<file path="config.mk">
export PLATFORM = sky130hd
export DESIGN_NAME = dep_check_top
export DESIGN_NICKNAME = d
export VERILOG_FILES = /design/src/rtl/dep_pkg.sv /design/src/rtl/dep_decode.sv /design/src/rtl/dep_cmp.sv /design/src/rtl/dep_terms.sv /design/src/rtl/dep_outreg.sv /design/src/rtl/dep_check_top.sv
export SDC_FILE = /design/constraint.sdc
export NUM_CORES = 1
export LEC_CHECK = 0
export ABC_CLOCK_PERIOD_IN_PS = 3380
export BUFFER_PORTS_ARGS = -buffer_cell sky130_fd_sc_hd__buf_2
export CORE_UTILIZATION = 37
export DETAILED_ROUTE_END_ITERATION = 10
export PLACE_DENSITY = 0.85
export SETUP_SLACK_MARGIN = 0.15
export SYNTH_ARGS = -nofsm -noshare
export SYNTH_HDL_FRONTEND = slang
export SYNTH_SLANG_ARGS = --single-unit
</file>
<file path="constraint.sdc">
create_clock -name clk -period 3.38 [get_ports clk]
set_input_delay 0.845 -clock clk [delete_from_list [all_inputs] [get_ports clk]]
set_output_delay 0.845 -clock clk [all_outputs]
set_load 0.02 [all_outputs]
</file>
<file path="src/rtl/dep_pkg.sv">
package dep_pkg;

  localparam logic [1:0] CLS_JUMP  = 2'b00;
  localparam logic [1:0] CLS_LDST  = 2'b01;
  localparam logic [1:0] CLS_UNARY = 2'b10;
  localparam logic [1:0] CLS_BIN   = 2'b11;

  localparam int NTERM = 14;

  typedef struct packed {
    logic is_jsrc;
    logic is_jdest;
    logic is_load;
    logic is_store;
    logic is_alu;
    logic is_bin;
  } kind_t;

  typedef struct packed {
    logic mem;
    logic a2b0;
    logic a1b0;
    logic a0b2;
    logic a0b1;
    logic a0b0;
  } match_t;

endpackage

</file>
<file path="src/rtl/dep_decode.sv">
module dep_decode
  import dep_pkg::*;
(
  input  logic [1:0] cls,
  input  logic       mark,
  output kind_t      kind
);
  always_comb begin
    kind          = '0;
    kind.is_jsrc  = (cls == CLS_JUMP) && !mark;
    kind.is_jdest = (cls == CLS_JUMP) &&  mark;
    kind.is_load  = (cls == CLS_LDST) && !mark;
    kind.is_store = (cls == CLS_LDST) &&  mark;
    kind.is_alu   = cls[1];
    kind.is_bin   = (cls == CLS_BIN);
  end
endmodule

</file>
<file path="src/rtl/dep_cmp.sv">
module dep_cmp
  import dep_pkg::*;
#(
  parameter int RW = 5,
  parameter int MW = 8
) (
  input  logic [RW-1:0] a_reg0,
  input  logic [RW-1:0] a_reg1,
  input  logic [RW-1:0] a_reg2,
  input  logic [MW-1:0] a_mem,
  input  logic [RW-1:0] b_reg0,
  input  logic [RW-1:0] b_reg1,
  input  logic [RW-1:0] b_reg2,
  input  logic [MW-1:0] b_mem,
  output match_t        hit
);
  localparam int NPAIR = 5;

  logic [NPAIR-1:0][RW-1:0] lhs;
  logic [NPAIR-1:0][RW-1:0] rhs;
  logic [NPAIR-1:0]         eq;

  assign lhs = {a_reg2, a_reg1, a_reg0, a_reg0, a_reg0};
  assign rhs = {b_reg0, b_reg0, b_reg2, b_reg1, b_reg0};

  for (genvar i = 0; i < NPAIR; i++) begin : g_pair
    assign eq[i] = (lhs[i] == rhs[i]);
  end

  assign hit.a0b0 = eq[0];
  assign hit.a0b1 = eq[1];
  assign hit.a0b2 = eq[2];
  assign hit.a1b0 = eq[3];
  assign hit.a2b0 = eq[4];
  assign hit.mem  = (a_mem == b_mem);
endmodule

</file>
<file path="src/rtl/dep_terms.sv">
module dep_terms
  import dep_pkg::*;
(
  input  kind_t  ka,
  input  kind_t  kb,
  input  match_t hit,
  input  logic   slot_mismatch,
  input  logic   min_target_hit,
  output logic   dep
);
  logic [NTERM-1:0] t;
  logic b_not_jump;
  logic b_jump;

  assign b_jump     = kb.is_jsrc | kb.is_jdest;
  assign b_not_jump = !b_jump;

  // earlier load/store against first register
  assign t[0]  = ka.is_load  && b_not_jump && hit.a0b0;
  assign t[1]  = ka.is_store && (kb.is_load || kb.is_alu) && hit.a0b0;
  // earlier ALU op writes first register
  assign t[2]  = ka.is_alu && b_not_jump && hit.a0b0;
  // later ALU reads A's first register
  assign t[3]  = kb.is_alu && (ka.is_load || ka.is_alu) && hit.a0b1;
  assign t[4]  = kb.is_bin && (ka.is_load || ka.is_alu) && hit.a0b2;
  // memory operand overlap
  assign t[5]  = ka.is_store && hit.mem;
  assign t[6]  = ka.is_load && kb.is_store && hit.mem;
  // jump source behind a store
  assign t[7]  = ka.is_store && kb.is_jsrc && slot_mismatch;
  // A's source registers against B's first register
  assign t[8]  = ka.is_alu && b_not_jump && hit.a1b0;
  assign t[9]  = ka.is_bin && b_not_jump && hit.a2b0;
  // jump destinations are pinned
  assign t[10] = ka.is_jdest;
  assign t[11] = kb.is_jdest;
  // earlier jump source
  assign t[12] = ka.is_jsrc && min_target_hit;
  assign t[13] = ka.is_jsrc && (kb.is_store || kb.is_jsrc);

  // single OR plane
  assign dep = |t;
endmodule

</file>
<file path="src/rtl/dep_outreg.sv">
module dep_outreg #(
  parameter bit REG_OUT = 1'b1
) (
  input  logic clk,
  input  logic rst,
  input  logic in_valid,
  input  logic dep_in,
  output logic out_valid,
  output logic dep_out
);
  if (REG_OUT) begin : g_reg
    logic vld_q;
    logic dep_q;

    always_ff @(posedge clk) begin
      if (rst) begin
        vld_q <= 1'b0;
        dep_q <= 1'b0;
      end else begin
        vld_q <= in_valid;
        if (in_valid) dep_q <= dep_in;
      end
    end

    assign out_valid = vld_q;
    assign dep_out   = dep_q;

    p_latency_r12: assert property (@(posedge clk) disable iff (rst)
      in_valid |=> (out_valid && dep_out == $past(dep_in)));
    p_idle_r12: assert property (@(posedge clk) disable iff (rst)
      !in_valid |=> (!out_valid && $stable(dep_out)));
  end else begin : g_comb
    // pass-through
    assign out_valid = in_valid;
    assign dep_out   = dep_in;
  end
endmodule

</file>
<file path="src/rtl/dep_check_top.sv">
module dep_check_top
  import dep_pkg::*;
#(
  parameter int RW      = 5,
  parameter int MW      = 8,
  parameter bit REG_OUT = 1'b1
) (
  input  logic          clk,
  input  logic          rst,
  input  logic          in_valid,
  input  logic [1:0]    a_cls,
  input  logic          a_mark,
  input  logic [RW-1:0] a_reg0,
  input  logic [RW-1:0] a_reg1,
  input  logic [RW-1:0] a_reg2,
  input  logic [MW-1:0] a_mem,
  input  logic [1:0]    b_cls,
  input  logic          b_mark,
  input  logic [RW-1:0] b_reg0,
  input  logic [RW-1:0] b_reg1,
  input  logic [RW-1:0] b_reg2,
  input  logic [MW-1:0] b_mem,
  input  logic          slot_mismatch,
  input  logic          min_target_hit,
  output logic          out_valid,
  output logic          dep
);
  kind_t  ka, kb;
  match_t hit;
  logic   dep_comb;

  dep_decode u_dec_a (.cls(a_cls), .mark(a_mark), .kind(ka));
  dep_decode u_dec_b (.cls(b_cls), .mark(b_mark), .kind(kb));

  dep_cmp #(.RW(RW), .MW(MW)) u_cmp (
    .a_reg0(a_reg0), .a_reg1(a_reg1), .a_reg2(a_reg2), .a_mem(a_mem),
    .b_reg0(b_reg0), .b_reg1(b_reg1), .b_reg2(b_reg2), .b_mem(b_mem),
    .hit(hit)
  );

  dep_terms u_terms (
    .ka(ka), .kb(kb), .hit(hit),
    .slot_mismatch(slot_mismatch), .min_target_hit(min_target_hit),
    .dep(dep_comb)
  );

  dep_outreg #(.REG_OUT(REG_OUT)) u_out (
    .clk(clk), .rst(rst), .in_valid(in_valid), .dep_in(dep_comb),
    .out_valid(out_valid), .dep_out(dep)
  );

  p_jdest_pin_r8: assert property (@(posedge clk) disable iff (rst)
    ((a_cls == CLS_JUMP && a_mark) || (b_cls == CLS_JUMP && b_mark)) |-> dep_comb);
  p_jsrc_store_r10: assert property (@(posedge clk) disable iff (rst)
    (a_cls == CLS_JUMP && !a_mark && b_cls == CLS_LDST && b_mark) |-> dep_comb);
  p_no_match_r11: assert property (@(posedge clk) disable iff (rst)
    (a_cls != CLS_JUMP && b_cls != CLS_JUMP && a_mem != b_mem &&
     a_reg0 != b_reg0 && a_reg0 != b_reg1 && a_reg0 != b_reg2 &&
     a_reg1 != b_reg0 && a_reg2 != b_reg0) |-> !dep_comb);
  p_alu_first_r3: assert property (@(posedge clk) disable iff (rst)
    (a_cls[1] && b_cls != CLS_JUMP && a_reg0 == b_reg0) |-> dep_comb);
endmodule

</file>
After elaboration in Yosys (flattened, before gate mapping):

Index checks and enable logic that the tools add are counted.

* register bits after elaboration: 2
* memory bits (read-only): 0
* latch bits: 0
* memories: 0
* bits of input ports: 57
* bits in writable memories: 0

* multiplexer cells: 0
* $mul: 0
* $lt $le $gt $ge: 0
* reduce and logical (&&, ||, !) cells: 37
* add/sub/neg operators: 0
* bitwise logic cells: 1
* divide/modulo/power cells: 0
* eq/ne operators: 10
* shifts and indexed selects: 0

Operators with widths (number)
* logical AND 1 bit: 28
* == test 5 bit: 5
* OR reduction 14 bit: 1
* == test 8 bit: 1
* == test 2 x 1 -> 1 bit (second input constant): 2
* == test 2 bit (second input constant): 2
* zero test 2 bit: 2
* zero test 1 bit: 3
* logical OR 1 bit: 3
* bitwise OR 1 bit: 1

Depth between registers and ports, before layout:

Gate-level depths: netlist of the first run.

* depth after elaboration: 7
* depth in mapped cells: 5
* gate-level depth less buffers: 5

By module:

From an unflattened synthesis of the first run, not the netlist that was laid out.

* cell total of the unflattened synthesis: 75
* area total of the unflattened synthesis: 606.8 µm²

Modules (own cells, without submodules)
* dep_cmp: seq. area each 0.0 µm², cells each 46, area each 380.4 µm², times used 1
* dep_decode: seq. area each 0.0 µm², cells each 6, area each 45.0 µm², times used 2
* dep_terms: seq. area each 0.0 µm², cells each 12, area each 76.3 µm², times used 1
* dep_outreg: seq. area each 40.0 µm², cells each 5, area each 60.1 µm², times used 1

Worst setup path before layout of the first run:

Ideal clock, no wire load.

* path kind: input port to flip-flop
* start: input b_reg0[0]
* end: register u_out.g_reg.dep_q (netlist: u_out.dep_out)
* data arrival time: 1706 ps
* stages on the path: 5
* setup time: 77 ps
* path buffers: 0
* slack: 1597 ps
* cell sequence: xor2_1 -> nor4_2 -> nand3_1 -> a31o_1 -> a41oi_2

* cells in the longest elaborated chain, start to end: 3

RTL lines
* start: declaration: RTL line dep_check_top.sv:19 `input logic [RW-1:0] b_reg0,`
* == test 5 bit: RTL line dep_cmp.sv:27 `assign eq[i] = (lhs[i] == rhs[i]);`
* logical AND 1 bit (on tied branches)
* OR reduction 14 bit *: RTL line dep_terms.sv:42 `assign dep = |t;`
* end signal: assignment: RTL line dep_outreg.sv:21 `if (in_valid) dep_q <= dep_in;`
* end: declaration: RTL line dep_outreg.sv:13 `logic dep_q;`

Mark *: on every way between the ends. The rest lies on a longest branch, timed or not.
A chain may end at the register's enable or synchronous reset.

Final worst setup path of the first run:

Same ends and word-level chain as after synthesis.

==> results of run 1 <==
## worst max-delay path: cells and delay by family
family	cells	cell delay (ns)
compound gates	2	0.39
simple gates	2	0.36
xor+xnor	1	0.17
buf+inv	1	0.13
## report_power, final
| part | switching (mW) | internal, mW |
|---|---|---|
| logic | 0.0464 | 0.0562 |
| clock network | 0.0160 | 0.0393 |
| registers | 0.000612 | 0.0254 |
## state kept, by name (all words and copies together), names as in the netlist
register / flops
u_out.out_valid: 1
u_out.dep_out: 1
## routing by layer
layer  wire length (um)  part of all wire [%]  global-route usage (%)
met1                653                    39                    22.3
met2                901                    53                    42.1
met3                108                   6.4                    4.89
met4                 23                   1.4                    7.50
met5                  0                     0                       0
## through the flow
step / hold slack, ns / utilization, % / setup WS [ns]
2_1_floorplan: 0.618 / - / 1.60
3_3_place_gp: 0.569 / 64.0 / 1.42
3_5_place_dp: 0.584 / 64.0 / 1.39
4_1_cts: 0.588 / 65.7 / 1.64
5_1_grt: 0.626 / 65.7 / 1.56
6_report: 0.597 / 65.7 / 1.63
## final cells by class
cell class,count,area [um^2]
clock buffer,3,22.5
timing repair buffer,58,290
sequential,2,40.0
multi-input combinational,68,508
inverter,2,7.51
tap,15,18.8
fill,134,463
## path summary, 6_finish.rpt
check,start,endpoint,slack [ns],depth (start not counted)
max,b_reg0[0],u_out.dep_out,1.63,6
min reg2reg,u_out.dep_out,u_out.dep_out,0.60,2
max reg2reg,u_out.dep_out,u_out.dep_out,2.70,2
min,u_out.dep_out,u_out.dep_out,0.60,2
## cells in the final DEF (no fill, tap or decap)
| master | netlist | routed |
|---|---|---|
| o22a_1 | 1 | 1 |
| o22ai_1 | 1 | 1 |
| a31o_1 | 1 | 1 |
| a41oi_2 | 1 | 1 |
| a21oi_1 | 1 | 1 |
| xnor2_1 | 24 | 24 |
| o21ai_0 | 3 | 3 |
| nand2_1 | 5 | 5 |
| nor3_1 | 3 | 3 |
| buf_2 | 0 | 58 |
| nand4_1 | 4 | 4 |
| xor2_1 | 9 | 9 |
| nand3_1 | 3 | 3 |
| nor4_1 | 1 | 1 |
| nor2_1 | 1 | 1 |
| nand2b_1 | 1 | 1 |
| inv_1 | 2 | 2 |
| nor4_2 | 1 | 1 |
| o311a_1 | 1 | 1 |
| clkbuf_4 | 0 | 3 |
| nor2b_1 | 4 | 4 |
| a211oi_1 | 1 | 1 |
| o21bai_1 | 1 | 1 |
| a31oi_1 | 1 | 1 |
| dfxtp_1 | 2 | 2 |
## cell families (layout without fill, tap and decap cells)
group | Yosys count | count (layout)
AOI/OAI and AO/OA | 12 | 12
xor gates and xnor gates | 33 | 33
and+or+nand+nor | 23 | 23
DFF | 2 | 2
buffers and inverters | 2 | 63
==> metrics.yaml, run 1 <==
floorplan:
  rows: 13
  core-area_um2: 1350
  fp.dieW_um: 40.8
  die_area_um2: 1660
  num_io_pins: 59
  die_h_um: 40.8
  initial_core_util_pct: 41.1
yosys:
  synthTopCellsByArea: "xnor2_1 (38%), xor2_1 (14%), dfxtp_1 (7.2%)"
  synth_most_common_cell: "xnor2_1"
  synth_compound_area_share_pct: 16.4
  synth_edf_count: 0
  yosysTopAreaCellShare_pct: 37.8
  yosysWarnings: 0
  syn_nets: 129
  synth_async_sr_flop_share_pct: 0
  synth_simple_gate_area_share_pct: 23.0
  syn_area_um2: 556
  synth_xor_area_share_pct: 52.0
  ys_ff_latch: 2
  ys_seq_area_share_pct: 7.21
  syn_area_per_cell_um2: 7.72
  synth_commonest_cells: "xnor2_1 (24), xor2_1 (9), nand2_1 (5), nand4_1 (4), nor2b_1 (4)"
  netlist_instances: 72
  synth_area_leader_cell: "xnor2_1"
  synth_top_family_by_area: "XOR/XNOR gates"
  ys.flop_type: "dfxtp_1"
  muxShareOfSynthArea_pct: 0
  synthAdderAreaFrac_pct: 0
  yosysUniqueCellTypes: 23
critical_path:
  slowest_stage: "nor4_2"
  cp.arrival_ns: 1.90
  crit_required_ns: 3.54
  critPathCaptureType: "flip-flop"
  worst_setup_path_start_kind: "input pin"
  cp_max_fo: 3
  max_stage_delay_ns: 0.26
  crit_type: "in2reg"
  crit_chain: "buf_2 -> xor2_1 -> nor4_2 -> nand3_1 -> a31o_1 -> a41oi_2"
pwr:
  powerDensity_nw_per_um2: 207
  p_leak_nw: 0.407
  ir_worst_vdd_mv: 0.120
  power_mw: 0.184
sta:
  setup_viol: 0
  clock_skew_ns: 0
  slew_headroom_pct: 81.0
  fmax_mhz: 573
  rsz0062_at_grt: "no"
  worstMarginPinSlew_ns: 0.282
  finalCriticalPeriod_ns: 1.75
  finalHoldViolCount: 0
  fin_crit_sh_pct: 51.6
  slew_violations: 0
  fin_setup_tns_ns: 0
final_layout:
  area_growth_pct: 59.7
  drive_gt1_share_pct: 47.4
  final_area_um2: 887
  final_net_count: 192
  finalNonFillerCells: 148
  diodes: 0
clock_tree:
  cts_hold_buf: 0
  cts_resized: 0
  h-tree-depth: 1
  cts_tree: "yes"
  cts-root-buf: "clkbuf_4"
  post_cts_buffers: 0
  cts_max_path_buffers: 2
  clk_pin_slew_ns: 0.03
  numCtsBuffers: 3
  cts.sinks: 2
  worstSkewPairLatency_ns: 0.23
global_route:
  grt_pass1_vias: 630
  overflow: 0
  grt_pass1_wl_um: 2390
  antenna_found_initial: 0
  gr-usage-all-layers_pct: 21.7
  grt_max_degree: 8
flow_run:
  max_cap_violations: 0
route:
  drt_first_pass_iters: 4
  drt_iter0_markers: 11
  vias: 745
  antenna_left: 0
  viasPerCell: 5.03
  drc: 0
  wire_per_inst_um: 11.4
  drt_wl_total_um: 1690
placed_design:
  place_inst: 145
  gp_congestion: 0.868
  dp_hpwl_um: 1500
  dpl_cell_area_um2: 865
  io_buffers: 58
min_path:
  hold_class: "reg2reg"
run_status:
  status: "finished, final reports clean"
No activity file was read; power rests on OpenSTA's default activity.
==> run 2, diff against run 1 <==
--- a/config.mk
+++ b/config.mk
@@ -5,11 +5,12 @@
 export SDC_FILE = /design/constraint.sdc
 export NUM_CORES = 1
 export LEC_CHECK = 0
-export ABC_CLOCK_PERIOD_IN_PS = 3380
+export ABC_AREA = 1
+export ABC_CLOCK_PERIOD_IN_PS = 1500
 export BUFFER_PORTS_ARGS = -buffer_cell sky130_fd_sc_hd__buf_2
-export CORE_UTILIZATION = 37
+export CORE_UTILIZATION = 36
 export DETAILED_ROUTE_END_ITERATION = 10
-export PLACE_DENSITY = 0.85
+export PLACE_DENSITY = 0.77
 export SETUP_SLACK_MARGIN = 0.15
 export SYNTH_ARGS = -nofsm -noshare
 export SYNTH_HDL_FRONTEND = slang
==> constraint.sdc (replaced) <==
create_clock -name clk -period 1.5 [get_ports clk]
set_input_delay 0.375 -clock clk [delete_from_list [all_inputs] [get_ports clk]]
set_output_delay 0.375 -clock clk [all_outputs]
set_load 0.02 [all_outputs]
==> run 2 against run 1 <==
Compared with the run above:
- wire length rose by 13%
- utilization decreased by 9.5 points
- die area rose by 40%
- clock power grew 100%
- combinational power is 140% higher
- non-clock buffer count did not move
- hold slack worse by 0.26 ns
- clock skew unchanged
- count of clock-buffer cells in the layout did not move
==> metrics.yaml, run 2 <==
run_status:
  status: "finished, final reports clean"
floorplan:
  num_io_pins: 59
  rows: 16
  die_area_um2: 2320
  fp.dieW_um: 48.2
  core-area_um2: 1980
  die_h_um: 48.2
  initial_core_util_pct: 38.8
clock_tree:
  numCtsBuffers: 3
  cts_hold_buf: 0
  cts-root-buf: "clkbuf_4"
  clk_pin_slew_ns: 0.03
  cts_tree: "yes"
  h-tree-depth: 1
  cts_resized: 0
  cts.sinks: 2
  worstSkewPairLatency_ns: 0.21
  cts_max_path_buffers: 2
  post_cts_buffers: 0
sta:
  clock_skew_ns: 0
  finalHoldViolCount: 0
  slew_headroom_pct: 88.3
  fin_setup_tns_ns: 0
  rsz0062_at_grt: "no"
  fin_crit_sh_pct: 71.1
  setup_ws_ns: 0.433
  fmax_mhz: 937
  slew_violations: 0
  finalCriticalPeriod_ns: 1.07
  setup_viol: 0
  worstMarginPinSlew_ns: 0.174
pwr:
  power_mw: 0.421
  powerDensity_nw_per_um2: 378
  p_leak_nw: 0.750
  ir_worst_vdd_mv: 0.239
global_route:
  gr-usage-all-layers_pct: 16.2
  overflow: 0
  grt_max_degree: 6
  grt_pass1_vias: 750
  antenna_found_initial: 0
  grt_pass1_wl_um: 2820
critical_path:
  r2r_cells: 4
  crit_type: "in2reg"
  cp.arrival_ns: 1.18
  worst_setup_path_start_kind: "input pin"
  critPathCaptureType: "flip-flop"
  crit_chain: "buf_2 -> inv_2 -> nor2_4 -> nand2_1 -> nand2_1 -> nand2_1 -> nand2_1 -> nor2_1 -> nand2_1 -> nor2_2 -> nand3_1 -> nand2_1 -> inv_1"
  r2r_start: "u_out.dep_out"
  crit_required_ns: 1.61
  max_stage_delay_ns: 0.12
  rr_endpoint: "u_out.dep_out"
  path_delay_family: "simple AND/OR/NAND/NOR gates"
  reg2reg_slack_ns: 0.88
  slowest_stage: "buf_2"
  critPathBufInv: 3
  cp_max_fo: 3
  cpMostUsedCell: "nand2_1"
yosys:
  synth_compound_area_share_pct: 8.31
  yosysTopAreaCellShare_pct: 31.8
  synth_most_common_cell: "nand2_1"
  muxShareOfSynthArea_pct: 0
  ys_seq_area_share_pct: 5.21
  synth_async_sr_flop_share_pct: 0
  netlist_instances: 167
  yosysUniqueCellTypes: 17
  syn_area_um2: 768
  ys.flop_type: "dfxtp_1"
  syn_nets: 224
  synthAdderAreaFrac_pct: 0
  synthTopCellsByArea: "nand2_1 (32%), inv_1 (16%), nor2_1 (12%)"
  yosysWarnings: 0
  synth_top_family_by_area: "simple AND/OR/NAND/NOR gates"
  syn_area_per_cell_um2: 4.60
  synth_edf_count: 0
  synth_commonest_cells: "nand2_1 (65), inv_1 (32), nor2_1 (25), nand3_1 (10)"
  ys_ff_latch: 2
  synth_simple_gate_area_share_pct: 56.4
  synth_xor_area_share_pct: 12.5
  synth_area_leader_cell: "nand2_1"
route:
  vias: 1058
  viasPerCell: 4.15
  drc: 0
  antenna_left: 0
  wire_per_inst_um: 7.46
  drt_first_pass_iters: 4
  drt_iter0_markers: 17
  drt_wl_total_um: 1900
final_layout:
  area_growth_pct: 45.1
  post-route-util_pct: 56.3
  final_common_cell: "nand2_1"
  final_cell_mix: "nand2_1 (65), buf_2 (58), inv_1 (32)"
  drive_gt1_share_pct: 30.3
  diodes: 0
  final_net_count: 287
min_path:
  hold_depth: 2
  hold_class: "in2reg"
  holdPathEnd: "u_out.out_valid"
  worstHoldStart: "rst"
placed_design:
  place_ws_ns: 0.218
  dp_hpwl_um: 1700
  gp_congestion: 0.848
  io_buffers: 58
flow_run:
  max_cap_violations: 0
==> run 2: cell count changes after synthesis, sizes merged, moves of 3 or more <==
cell,delta
nand3,+7
nand4,-4
inv,+34
nor2,+26
xnor2,-20
nand2,+60
a21oi,+3
nor2b,-4
o21ai,+5
==> run 2: worst register-to-register path, cell delays in order, from the launching register on <==
cell     delay, ns
dfxtp_1       0.29
nor2_1        0.09
nor2_1        0.05
nand2_1       0.06
inv_1         0.03
==> run 2: per-layer routing <==
metal | track usage [%] | vias to the layer above | routed length [um]
met5 | 0 | - | 0
li1 | - | 615 | -
met2 | 26.4 | 41 | 815
met1 | 24.5 | 402 | 937
met3 | 1.48 | 0 | 149
met4 | 0 | 0 | 0
==> run 2: how the worst max path moves through the flow <==
stage,cells past startpoint,start,end,slack (ns)
final,13,a_cls[0],u_out.dep_out,0.43
after global routing,12,b_cls[1],u_out.dep_out,0.27
after CTS,1,u_out.dep_out,dep,0.43
after detailed placement,13,a_cls[0],u_out.dep_out,0.22
after global placement,13,a_cls[0],u_out.dep_out,0.22
after floorplan,11,b_cls[1],u_out.dep_out,0.42
==> run 2: cell families (layout without fill, tap and decap cells) <==
logic type	count (synthesis)	count (layout)
AOI/OAI and AO/OA	12	12
xor gates and xnor gates	11	11
buffers and inverters	36	97
DFF	2	2
and+or+nand+nor	106	106
==> run 2: report_power, final <==
part / leakage [nW] / internal, mW / switching, mW / total [mW]
Combinational: 0.720 / 0.118 / 0.133 / 0.251
Clock: 0.0138 / 0.0877 / 0.0240 / 0.112
Sequential: 0.0166 / 0.0572 / 0.00101 / 0.0582
==> run 2: area by class of cell <==
type                            instances  area [um^2]
Multi-Input combinational cell        129          593
Inverter                               36          135
Timing Repair Buffer                   58          290
Tap cell                               27         33.8
Sequential cell                         2         40.0
Clock buffer                            3         22.5
Fill cell                             236          867
==> run 2: stage by stage <==
stage          std cells  hold WS (ns)  area, um^2
3_5_place_dp         252         0.555        1090
2_1_floorplan        167         0.446         768
6_report             255         0.333        1110
5_1_grt              255         0.340        1110
3_3_place_gp         252         0.554        1090
4_1_cts              255         0.332        1110
